### src/rtl/mem_guard_pkg.sv
package mem_guard_pkg;
  localparam int DATA_W = 64;
  localparam int LANES  = DATA_W / 8;
  localparam int SYN_W  = 7;
  localparam int CODE_N = DATA_W + SYN_W;

  typedef enum logic [1:0] {PM_NONE = 2'b00, PM_PAR = 2'b01, PM_RMW = 2'b10, PM_ECC = 2'b11} prot_mode_e;
  typedef enum logic [1:0] {PW_8 = 2'b00, PW_16 = 2'b01, PW_32 = 2'b10, PW_64 = 2'b11} port_w_e;

  // code position of data bit j: j-th non-power-of-two in 1..CODE_N
  function automatic int unsigned data_pos(int unsigned j);
    int unsigned n;
    int unsigned r;
    n = 0;
    r = 0;
    for (int unsigned p = 1; p <= CODE_N; p++) begin
      if ((p & (p - 1)) != 0) begin
        if (n == j) r = p;
        n++;
      end
    end
    return r;
  endfunction
endpackage

### src/rtl/mg_cfg.sv
module mg_cfg
  import mem_guard_pkg::*;
#(
  parameter int N_LANES = LANES
) (
  input  logic [1:0]         mode_i,
  input  logic [1:0]         width_i,
  output prot_mode_e         eff_mode_o,
  output logic [N_LANES-1:0] lane_en_o,
  output logic               cfg_err_o
);
  logic legal;

  always_comb begin
    unique case (prot_mode_e'(mode_i))
      PM_RMW:  legal = (width_i == PW_32) || (width_i == PW_64);
      PM_ECC:  legal = (width_i == PW_64);
      default: legal = 1'b1;
    endcase
  end

  assign cfg_err_o  = !legal;
  assign eff_mode_o = legal ? prot_mode_e'(mode_i) : PM_NONE;

  for (genvar k = 0; k < N_LANES; k++) begin : g_lane
    assign lane_en_o[k] = (k < (1 << width_i));
  end
endmodule

### src/rtl/mg_parity.sv
module mg_parity #(
  parameter int N_LANES = 8
) (
  input  logic [8*N_LANES-1:0] data_i,
  input  logic                 odd_i,
  input  logic [N_LANES-1:0]   lane_en_i,
  output logic [N_LANES-1:0]   par_o
);
  for (genvar k = 0; k < N_LANES; k++) begin : g_byte
    assign par_o[k] = lane_en_i[k] & ((^data_i[8*k +: 8]) ^ odd_i);
  end
endmodule

### src/rtl/mg_secded_enc.sv
module mg_secded_enc
  import mem_guard_pkg::*;
(
  input  logic [DATA_W-1:0] data_i,
  output logic [SYN_W:0]    chk_o
);
  logic [SYN_W-1:0] pos_w [DATA_W];
  logic [SYN_W-1:0] c;

  for (genvar j = 0; j < DATA_W; j++) begin : g_pos
    assign pos_w[j] = SYN_W'(data_pos(j));
  end

  always_comb begin
    c = '0;
    for (int j = 0; j < DATA_W; j++) c ^= pos_w[j] & {SYN_W{data_i[j]}};
    chk_o = {(^data_i) ^ (^c), c};
  end
endmodule

### src/rtl/mg_secded_dec.sv
module mg_secded_dec
  import mem_guard_pkg::*;
(
  input  logic [DATA_W-1:0] data_i,
  input  logic [SYN_W:0]    chk_i,
  output logic [DATA_W-1:0] data_o,
  output logic              ce_o,
  output logic              ue_o
);
  logic [SYN_W:0]   regen;
  logic [SYN_W-1:0] syn;
  logic             odd_w;
  logic [SYN_W-1:0] pos_w [DATA_W];

  mg_secded_enc u_regen (.data_i(data_i), .chk_o(regen));

  for (genvar j = 0; j < DATA_W; j++) begin : g_pos
    assign pos_w[j] = SYN_W'(data_pos(j));
  end

  assign syn   = regen[SYN_W-1:0] ^ chk_i[SYN_W-1:0];
  // overall parity of the received 72 bits
  assign odd_w = regen[SYN_W] ^ chk_i[SYN_W] ^ (^syn);

  assign ce_o = odd_w && (int'(syn) <= CODE_N);
  assign ue_o = (!odd_w && (syn != '0)) || (odd_w && (int'(syn) > CODE_N));

  always_comb begin
    data_o = data_i;
    for (int j = 0; j < DATA_W; j++)
      if (odd_w && (syn == pos_w[j])) data_o[j] = ~data_i[j];
  end
endmodule

### src/rtl/mem_guard.sv
module mem_guard
  import mem_guard_pkg::*;
(
  input  logic              clk_i,
  input  logic              rst_ni,
  input  logic [1:0]        mode_i,
  input  logic [1:0]        width_i,
  input  logic              odd_par_i,
  input  logic [DATA_W-1:0] wr_data_i,
  input  logic [LANES-1:0]  wr_be_i,
  output logic [LANES-1:0]  wr_chk_o,
  output logic              rmw_needed_o,
  output logic              cfg_err_o,
  input  logic              rd_valid_i,
  input  logic [DATA_W-1:0] rd_data_i,
  input  logic [LANES-1:0]  rd_chk_i,
  output logic              rd_valid_o,
  output logic [DATA_W-1:0] rd_data_o,
  output logic              par_err_o,
  output logic              ce_o,
  output logic              ue_o
);
  prot_mode_e        eff_mode;
  logic [LANES-1:0]  lane_en, par_wr, par_rd, be_act;
  logic [SYN_W:0]    ecc_wr;
  logic [DATA_W-1:0] ecc_fix;
  logic              ecc_ce, ecc_ue, is_par, is_ecc, par_hit;

  logic              v_q, par_q, ce_q, ue_q;
  logic [DATA_W-1:0] data_q;

  mg_cfg u_cfg (
    .mode_i(mode_i), .width_i(width_i),
    .eff_mode_o(eff_mode), .lane_en_o(lane_en), .cfg_err_o(cfg_err_o)
  );

  mg_parity #(.N_LANES(LANES)) u_par_wr (
    .data_i(wr_data_i), .odd_i(odd_par_i), .lane_en_i(lane_en), .par_o(par_wr)
  );

  mg_parity #(.N_LANES(LANES)) u_par_rd (
    .data_i(rd_data_i), .odd_i(odd_par_i), .lane_en_i(lane_en), .par_o(par_rd)
  );

  mg_secded_enc u_enc (.data_i(wr_data_i), .chk_o(ecc_wr));

  mg_secded_dec u_dec (
    .data_i(rd_data_i), .chk_i(rd_chk_i),
    .data_o(ecc_fix), .ce_o(ecc_ce), .ue_o(ecc_ue)
  );

  assign is_par = (eff_mode == PM_PAR) || (eff_mode == PM_RMW);
  assign is_ecc = (eff_mode == PM_ECC);

  // write side
  always_comb begin
    unique case (eff_mode)
      PM_PAR, PM_RMW: wr_chk_o = par_wr;
      PM_ECC:         wr_chk_o = ecc_wr;
      default:        wr_chk_o = '0;
    endcase
  end

  assign be_act       = wr_be_i & lane_en;
  assign rmw_needed_o = ((eff_mode == PM_RMW) || is_ecc) && (be_act != '0) && (be_act != lane_en);

  // read side
  assign par_hit = |((par_rd ^ rd_chk_i) & lane_en);

  always_ff @(posedge clk_i or negedge rst_ni) begin
    if (!rst_ni) begin
      v_q    <= 1'b0;
      par_q  <= 1'b0;
      ce_q   <= 1'b0;
      ue_q   <= 1'b0;
      data_q <= '0;
    end else begin
      v_q   <= rd_valid_i;
      par_q <= rd_valid_i && is_par && par_hit;
      ce_q  <= rd_valid_i && is_ecc && ecc_ce;
      ue_q  <= rd_valid_i && is_ecc && ecc_ue;
      if (rd_valid_i) data_q <= is_ecc ? ecc_fix : rd_data_i;
    end
  end

  assign rd_valid_o = v_q;
  assign rd_data_o  = data_q;
  assign par_err_o  = par_q;
  assign ce_o       = ce_q;
  assign ue_o       = ue_q;
endmodule

### config.mk
export PLATFORM = sky130hd
export DESIGN_NAME = mem_guard
export DESIGN_NICKNAME = d
export VERILOG_FILES = /design/src/rtl/mem_guard_pkg.sv /design/src/rtl/mg_cfg.sv /design/src/rtl/mg_parity.sv /design/src/rtl/mg_secded_enc.sv /design/src/rtl/mg_secded_dec.sv /design/src/rtl/mem_guard.sv
export SDC_FILE = /design/constraint.sdc
export NUM_CORES = 1
export LEC_CHECK = 0
export BUFFER_PORTS_ARGS = -buffer_cell sky130_fd_sc_hd__buf_4
export CORE_MARGIN = 3
export CORE_UTILIZATION = 59
export DETAILED_ROUTE_END_ITERATION = 8
export MAX_ROUTING_LAYER = met4
export PLACE_DENSITY = 0.87
export REMOVE_ABC_BUFFERS = 1
export SLEW_MARGIN = 20
export SYNTH_ARGS = -nofsm -noshare
export SYNTH_HDL_FRONTEND = slang
export SYNTH_HIERARCHICAL = 1
export SYNTH_SLANG_ARGS = --single-unit
### constraint.sdc
create_clock -name clk_i -period 7.28 [get_ports clk_i]
set_input_delay 0.728 -clock clk_i [delete_from_list [all_inputs] [get_ports clk_i]]
set_output_delay 0.728 -clock clk_i [all_outputs]
set_load 0.03 [all_outputs]
* Word level (Yosys, flattened, before mapping)
Index checks and enable logic that the tools add are counted.
** Storage, ports and cells
- Register bits after elaboration :: 68
- Latch bits :: 0
- RAM bits :: 0
- ROM bits :: 0
- Output and inout port bits :: 78
- Word-level logic and storage cells :: 491
- Memories :: 0
** Operators by class
- Add/subtract/negate cells :: 0
- Multipliers :: 0
- Divide/modulo/power cells :: 0
- Order comparisons :: 10
- Eq/ne operators :: 72
- Shift operators :: 1
- Mux-type cells :: 68
- Bitwise gates (word level) :: 230
- Reductions and logical operators :: 105
** Operators by type and width (count)
- 7-bit by 6-bit bitwise XOR with 7-bit output :: 55
- 7-bit by 6-bit equality test with 1-bit output, second input constant :: 31
- 4-bit by 32-bit less-than comparator with 1-bit output, first input constant :: 4
- 64-bit XOR reduction :: 2
- 8-bit XOR reduction :: 16
- 7-bit by 5-bit equality test with 1-bit output, second input constant :: 15
- 7-bit by 5-bit bitwise XOR with 7-bit output :: 15
- 7-bit bitwise XOR :: 15
- 1-bit logical AND :: 74
- 5-bit bitwise XOR :: 14
- 3-bit by 32-bit less-than comparator with 1-bit output, first input constant :: 2
- 1-bit two-way mux :: 64
- 64-bit two-way mux :: 1
- 1-bit NOT :: 64
- 7-bit by 4-bit equality test with 1-bit output, second input constant :: 7
- 7-bit equality test, second input constant :: 7
- 7-bit by 4-bit bitwise XOR with 7-bit output :: 7
- 6-bit bitwise XOR :: 6
- 1-bit by 32-bit less-than comparator with 1-bit output, first input constant :: 1
- 2-bit by 32-bit less-than comparator with 1-bit output, first input constant :: 1
- 1-bit by 2-bit << shifter with 32-bit output, first input constant :: 1
- 4-bit bitwise XOR :: 6
- 7-bit by 3-bit equality test with 1-bit output, second input constant :: 3
- 7-bit XOR reduction :: 3
- 25 further kinds :: 72

* Logic depth before layout (Yosys ltp)
- Depth after elaboration :: 71
- Gate-level depth with buffers :: 16
- Mapped depth without buffers :: 15

* Hierarchy
Netlist, hierarchy kept.
** Modules (own cells, without submodules)
- mem_guard :: times used 1, cells each 340, area an instance 3478.3 um^2, sequential area each 1701.6 um^2
- mg_secded_enc :: times used 2, cells each 118, area an instance 1385.1 um^2, sequential area each 0.0 um^2
- mg_secded_dec :: times used 1, cells each 189, area an instance 1610.3 um^2, sequential area each 0.0 um^2
- mg_parity :: times used 2, cells each 73, area an instance 772.0 um^2, sequential area each 0.0 um^2
- mg_cfg :: times used 1, cells each 14, area an instance 86.3 um^2, sequential area each 0.0 um^2

* Worst setup path before layout
Ideal clock, no wire load.
- Kind :: input port to flip-flop
- Start point :: input rd_data_i[14]
- End point :: register data_q[53], in the netlist rd_data_o[53]
- Setup time :: 0.077 ns
- Arrival time :: 4.308 ns
- Slack :: 2.895 ns
- Cell stages on the path :: 16
- Buffers on the path :: 1
- Cells stage by stage :: xor2_1 xnor2_1 xnor2_1 xnor3_1 xnor2_1 xnor2_1 xor2_2 inv_2 ha_1 xnor3_1 xor2_2 buf_2 nor4_2 xor2_1 mux2i_1 a21oi_1
** On the way
- Cells in the longest elaborated chain, start to end :: 57
** RTL lines
- start, declared :: line mem_guard.sv:15 : input logic [DATA_W-1:0] rd_data_i,
- 5-bit bitwise XOR * (12 in a row) :: line mg_secded_enc.sv:16 : for (int j = 0; j < DATA_W; j++) c ^= pos_w[j] & {SYN_W{data_i[j]}};
- 5-bit by 6-bit bitwise XOR with 6-bit output * :: line mg_secded_enc.sv:16
- 6-bit bitwise XOR * (6 in a row) :: line mg_secded_enc.sv:16
- 7-bit by 6-bit bitwise XOR with 7-bit output * (24 in a row) :: line mg_secded_enc.sv:16
- 7-bit bitwise XOR * (7 in a row) :: line mg_secded_enc.sv:16
- named net u_dec.regen[2] :: line mg_secded_dec.sv:10 : logic [SYN_W:0] regen;
- 7-bit XOR reduction :: line mg_secded_enc.sv:17 : chk_o = {(^data_i) ^ (^c), c};
- 1-bit bitwise XOR :: line mg_secded_enc.sv:17
- 1-bit bitwise XOR (2 in a row) :: line mg_secded_dec.sv:23 : assign odd_w = regen[SYN_W] ^ chk_i[SYN_W] ^ (^syn);
- 1-bit logical AND * :: line mg_secded_dec.sv:31 : if (odd_w && (syn == pos_w[j])) data_o[j] = ~data_i[j];
- 1-bit two-way mux * :: line mg_secded_dec.sv:31
- named net ecc_fix[53] :: line mem_guard.sv:26 : logic [DATA_W-1:0] ecc_fix;
- 64-bit two-way mux * :: line mem_guard.sv:82 : if (rd_valid_i) data_q <= is_ecc ? ecc_fix : rd_data_i;
- end signal, assigned :: line mem_guard.sv:82
- end, declared :: line mem_guard.sv:30 : logic [DATA_W-1:0] data_q;
Mark *: on every way through the listed nets, which the timed path passes. The rest lies on a longest branch.
A chain may end at the register's enable or synchronous reset.

* Final worst setup path
- Start point :: input rd_data_i[47]
- End point :: register data_q[10], in the netlist rd_data_o[10]
** On the way
- Cells in the longest elaborated chain, start to end :: 24
** RTL lines (line)
- 7-bit by 6-bit bitwise XOR with 7-bit output * (10 in a row) :: mg_secded_enc.sv:16
- 7-bit bitwise XOR * (7 in a row) :: mg_secded_enc.sv:16
- named net u_dec.regen[2] :: mg_secded_dec.sv:10
- 7-bit XOR reduction :: mg_secded_enc.sv:17
- 1-bit bitwise XOR :: mg_secded_enc.sv:17
- 1-bit bitwise XOR (2 in a row) :: mg_secded_dec.sv:23
- 1-bit logical AND * :: mg_secded_dec.sv:31
- 1-bit two-way mux * :: mg_secded_dec.sv:31
- named net ecc_fix[10] :: mem_guard.sv:26
- 64-bit two-way mux * :: mem_guard.sv:82
Marks and branches as above.

==> impl_metrics.csv <==
group,metric,value,unit
timing,final.setup.tns,0,ns
layout,nets,1278,
logic_synthesis,ys_async_sr_fraction,100,%
drt,firstDrtPassIters,5,
logic_synthesis,ys_types,46,
cts,path_clk_slew,0.06,ns
place,place_congestion,0.967,
cts,cts_tree,"built",
die,chipHeight,133,um
cts,cts_resized,0,
die,core_area,15500,um2
hold_path,hp-class,"input pin to asynchronous set/reset pin",
timing,setup_viol,0,
drt,route.detailed.drc,0,
drt,ant_nets,0,
layout,areaGrowthSynthToFinish,20.8,%
layout,mostFrequentLayoutCells,"buf_4, xnor2_1, xor2_1, mux2i_1, nor2_1",
die,fp.dieW,133,um
critical_path,path_max_fanout,33,
cts,numCtsBuffers,9,
cts,root_buffer,"clkbuf_16",
power_and_ir_drop,p_clk_share,7.4,%
timing,grt_setup_unrepaired,"no",
logic_synthesis,ys_warn_count,6,
die,core.rowCount,45,
global_route,grt_max_degree,85,
logic_synthesis,syn-cell-area,9490,um2
global_route,grt_overflow,0,
timing,worstMarginPinSlew,0.922,ns
logic_synthesis,ys_seq_area_share,17.9,%
status,status,"finished clean",
power_and_ir_drop,cellInternalPower,2.38,mW
drt,num_vias,7474,
layout,drive_above_1_share,27.2,%
critical_path,cp_data_required_time,7.46,ns
cts,cts_sinks,68,
logic_synthesis,synthCells,925,
power_and_ir_drop,seqPwrFrac,7.8,%
global_route,track_usage,30.5,%
cts,post_cts_buffers,0,
cts,htree_levels,3,
drt,drt_iter0_markers,463,
global_route,antenna_found_initial,0,
timing,skew,0,ns
logic_synthesis,syn_avg_cell_area,10.3,um2
cts,clk_latency,0.34,ns
layout,num-fill-cells,1145,
timing,hold_violations,0,
job,cap_violations,0,
critical_path,cp-end-kind,"flop",
global_route,grt_pass1_wl,41.1,mm
critical_path,critical_path_class,"input pin to flop",
timing,fmax,0.190,GHz
drt,vias_per_cell,5.59,
timing,max-slew-margin-rel,38.3,%
die,ios,230,
logic_synthesis,ys_ff_latch,68,
power_and_ir_drop,pwr-share-comb,84.7,%
logic_synthesis,synth_area_leaders,"xnor2_1, dfrtp_1, xnor3_1",
timing,min_period,5.25,ns
critical_path,cp-start-kind,"input pin",
place,dp_hpwl,20.7,mm
logic_synthesis,synth_area_leader_cell,"xnor2_1",
logic_synthesis,synthFlopType,"dfrtp_1",
drt,wire_per_inst,20.0,um
die,die_area,17600,um2
layout,final_common_cell,"buf_4",
cts,clockBufferDepth,2,
power_and_ir_drop,leakagePower,5.12,nW
power_and_ir_drop,ir_drop,0.00115,V
layout,diodes,0,
place,io_buffers,229,
global_route,grt_pass1_vias,7501,
logic_synthesis,synth_top_area_share,18.3,%
logic_synthesis,synth-edff-count,0,
timing,min_period_over_period,72.1,%
critical_path,cp_data_arrival_time,5.44,ns
power_and_ir_drop,swShare,57.7,%
critical_path,rr_worst_depth,2,
cts,hold_buffers,0,
power_and_ir_drop,p_sw,3.25,mW
power_and_ir_drop,p_per_area,491,nW/um2
timing,slew_violations,0,
layout,fin_util,74.0,%
drt,drt_wl_total,26.7,mm
die,initial_core_util,61.3,%
worst paths after layout:
path                                 end  slack, ns          start
max                        rd_data_o[10]       2.03  rd_data_i[47]
min                           rd_valid_o       0.51         rst_ni
max reg2reg                 rd_data_o[5]       6.56   rd_data_o[5]
min reg2reg                rd_data_o[32]       0.52  rd_data_o[32]
max in group asynchronous  rd_data_o[50]       6.20         rst_ni
min in group clk_i         rd_data_o[32]       0.52  rd_data_o[32]
cells in the mapped netlist (2+ instances only):
cell type,number
nor2_1,74
buf_2,17
ha_1,6
xnor3_4,2
or2_0,14
xor3_1,8
inv_2,2
nand4_1,12
xor2_1,113
a21oi_1,64
buf_6,5
o21ai_0,2
dfrtp_1,68
a22oi_1,17
buf_1,2
xor3_2,2
xor2_2,6
or2_2,4
nand2b_1,2
clkbuf_1,11
buf_12,5
xnor3_1,65
xnor3_2,2
nand2_1,22
nor4b_1,2
mux2i_1,80
nor4b_2,7
nor2b_1,6
xnor2_1,198
nor4_2,25
nor3b_1,7
a2111oi_0,2
buf_4,8
nand3_1,4
nor4_1,4
nor3_1,19
and3_1,3
xnor2_2,4
inv_1,24
layer usage:
metal / global-route usage (%) / vias to the layer above / wire length, um
met2: 47.4 / 309 / 12700
met3: 5.21 / 38 / 1940
met1: 41.6 / 3601 / 11600
li1: - / 3526 / -
met5: - / - / 0
met4: 7.97 / 0 / 497
state kept, by name (all words and copies together) (netlist names):
name,cells
ce_o,1
par_err_o,1
ue_o,1
rd_valid_o,1
rd_data_o,64
through the flow:
stage | total power, mW | setup WS [ns] | instances | instance area (um2) | hold slack [ns]
6_report | 5.63 | 2.03 | 1336 | 11500 | 0.511
5_1_grt | 5.76 | 1.79 | 1336 | 11500 | 0.551
4_1_cts | 5.57 | 2.12 | 1336 | 11500 | 0.528
3_5_place_dp | 5.14 | 1.80 | 1320 | 11200 | 0.516
3_3_place_gp | 5.14 | 1.97 | 1320 | 11200 | 0.504
2_1_floorplan | 3.34 | 1.29 | 876 | 9130 | 0.432
power by group through the flow:
| stage | combinational [mW] | clock [mW] | sequential, mW |
|---|---|---|---|
| floorplan | 2.82 | 0 | 0.525 |
| global placement | 4.70 | 0 | 0.447 |
| CTS | 4.71 | 0.422 | 0.442 |
| finish | 4.77 | 0.417 | 0.441 |
| detailed placement | 4.70 | 0 | 0.447 |
| global route | 4.88 | 0.438 | 0.447 |
critical path: stages:
cell     delay (ns)
buf_4          0.14
xnor2_1        0.26
xnor2_1        0.19
xnor2_1        0.29
xnor3_1        0.40
xnor2_1        0.24
xnor2_1        0.20
xor2_2         0.40
inv_2          0.14
ha_1           0.34
xnor3_1        0.46
xor2_4         0.75
buf_12         0.31
nor4_2         0.09
xor2_1         0.18
mux2i_1        0.18
a21oi_1        0.09
logic make-up (layout without fill, tap and decap cells):
kind of cell / Yosys count / in the layout / share of synthesized area (%)
buf+inv: 75 / 275 / 4.77
mux: 80 / 80 / 8.44
flops: 68 / 68 / 17.9
other cells: 1 / 1 / 0.0395
simple gates: 206 / 206 / 13.2
xor+xnor: 400 / 400 / 49.4
fa+ha+maj: 6 / 6 / 0.791
compound gates: 89 / 89 / 5.38
cell type report:
| type | count | area [um2] | area share (%) |
|---|---|---|---|
| multi-input combinational | 782 | 7360 | 64.2 |
| tap | 211 | 264 | 2.30 |
| sequential | 68 | 1700 | 14.8 |
| inverter | 26 | 97.6 | 0.851 |
| clock inverter | 6 | 40.0 | 0.349 |
| clock buffer | 10 | 239 | 2.08 |
| timing repair buffer | 233 | 1760 | 15.4 |
No activity file was read; power rests on OpenSTA's default activity.
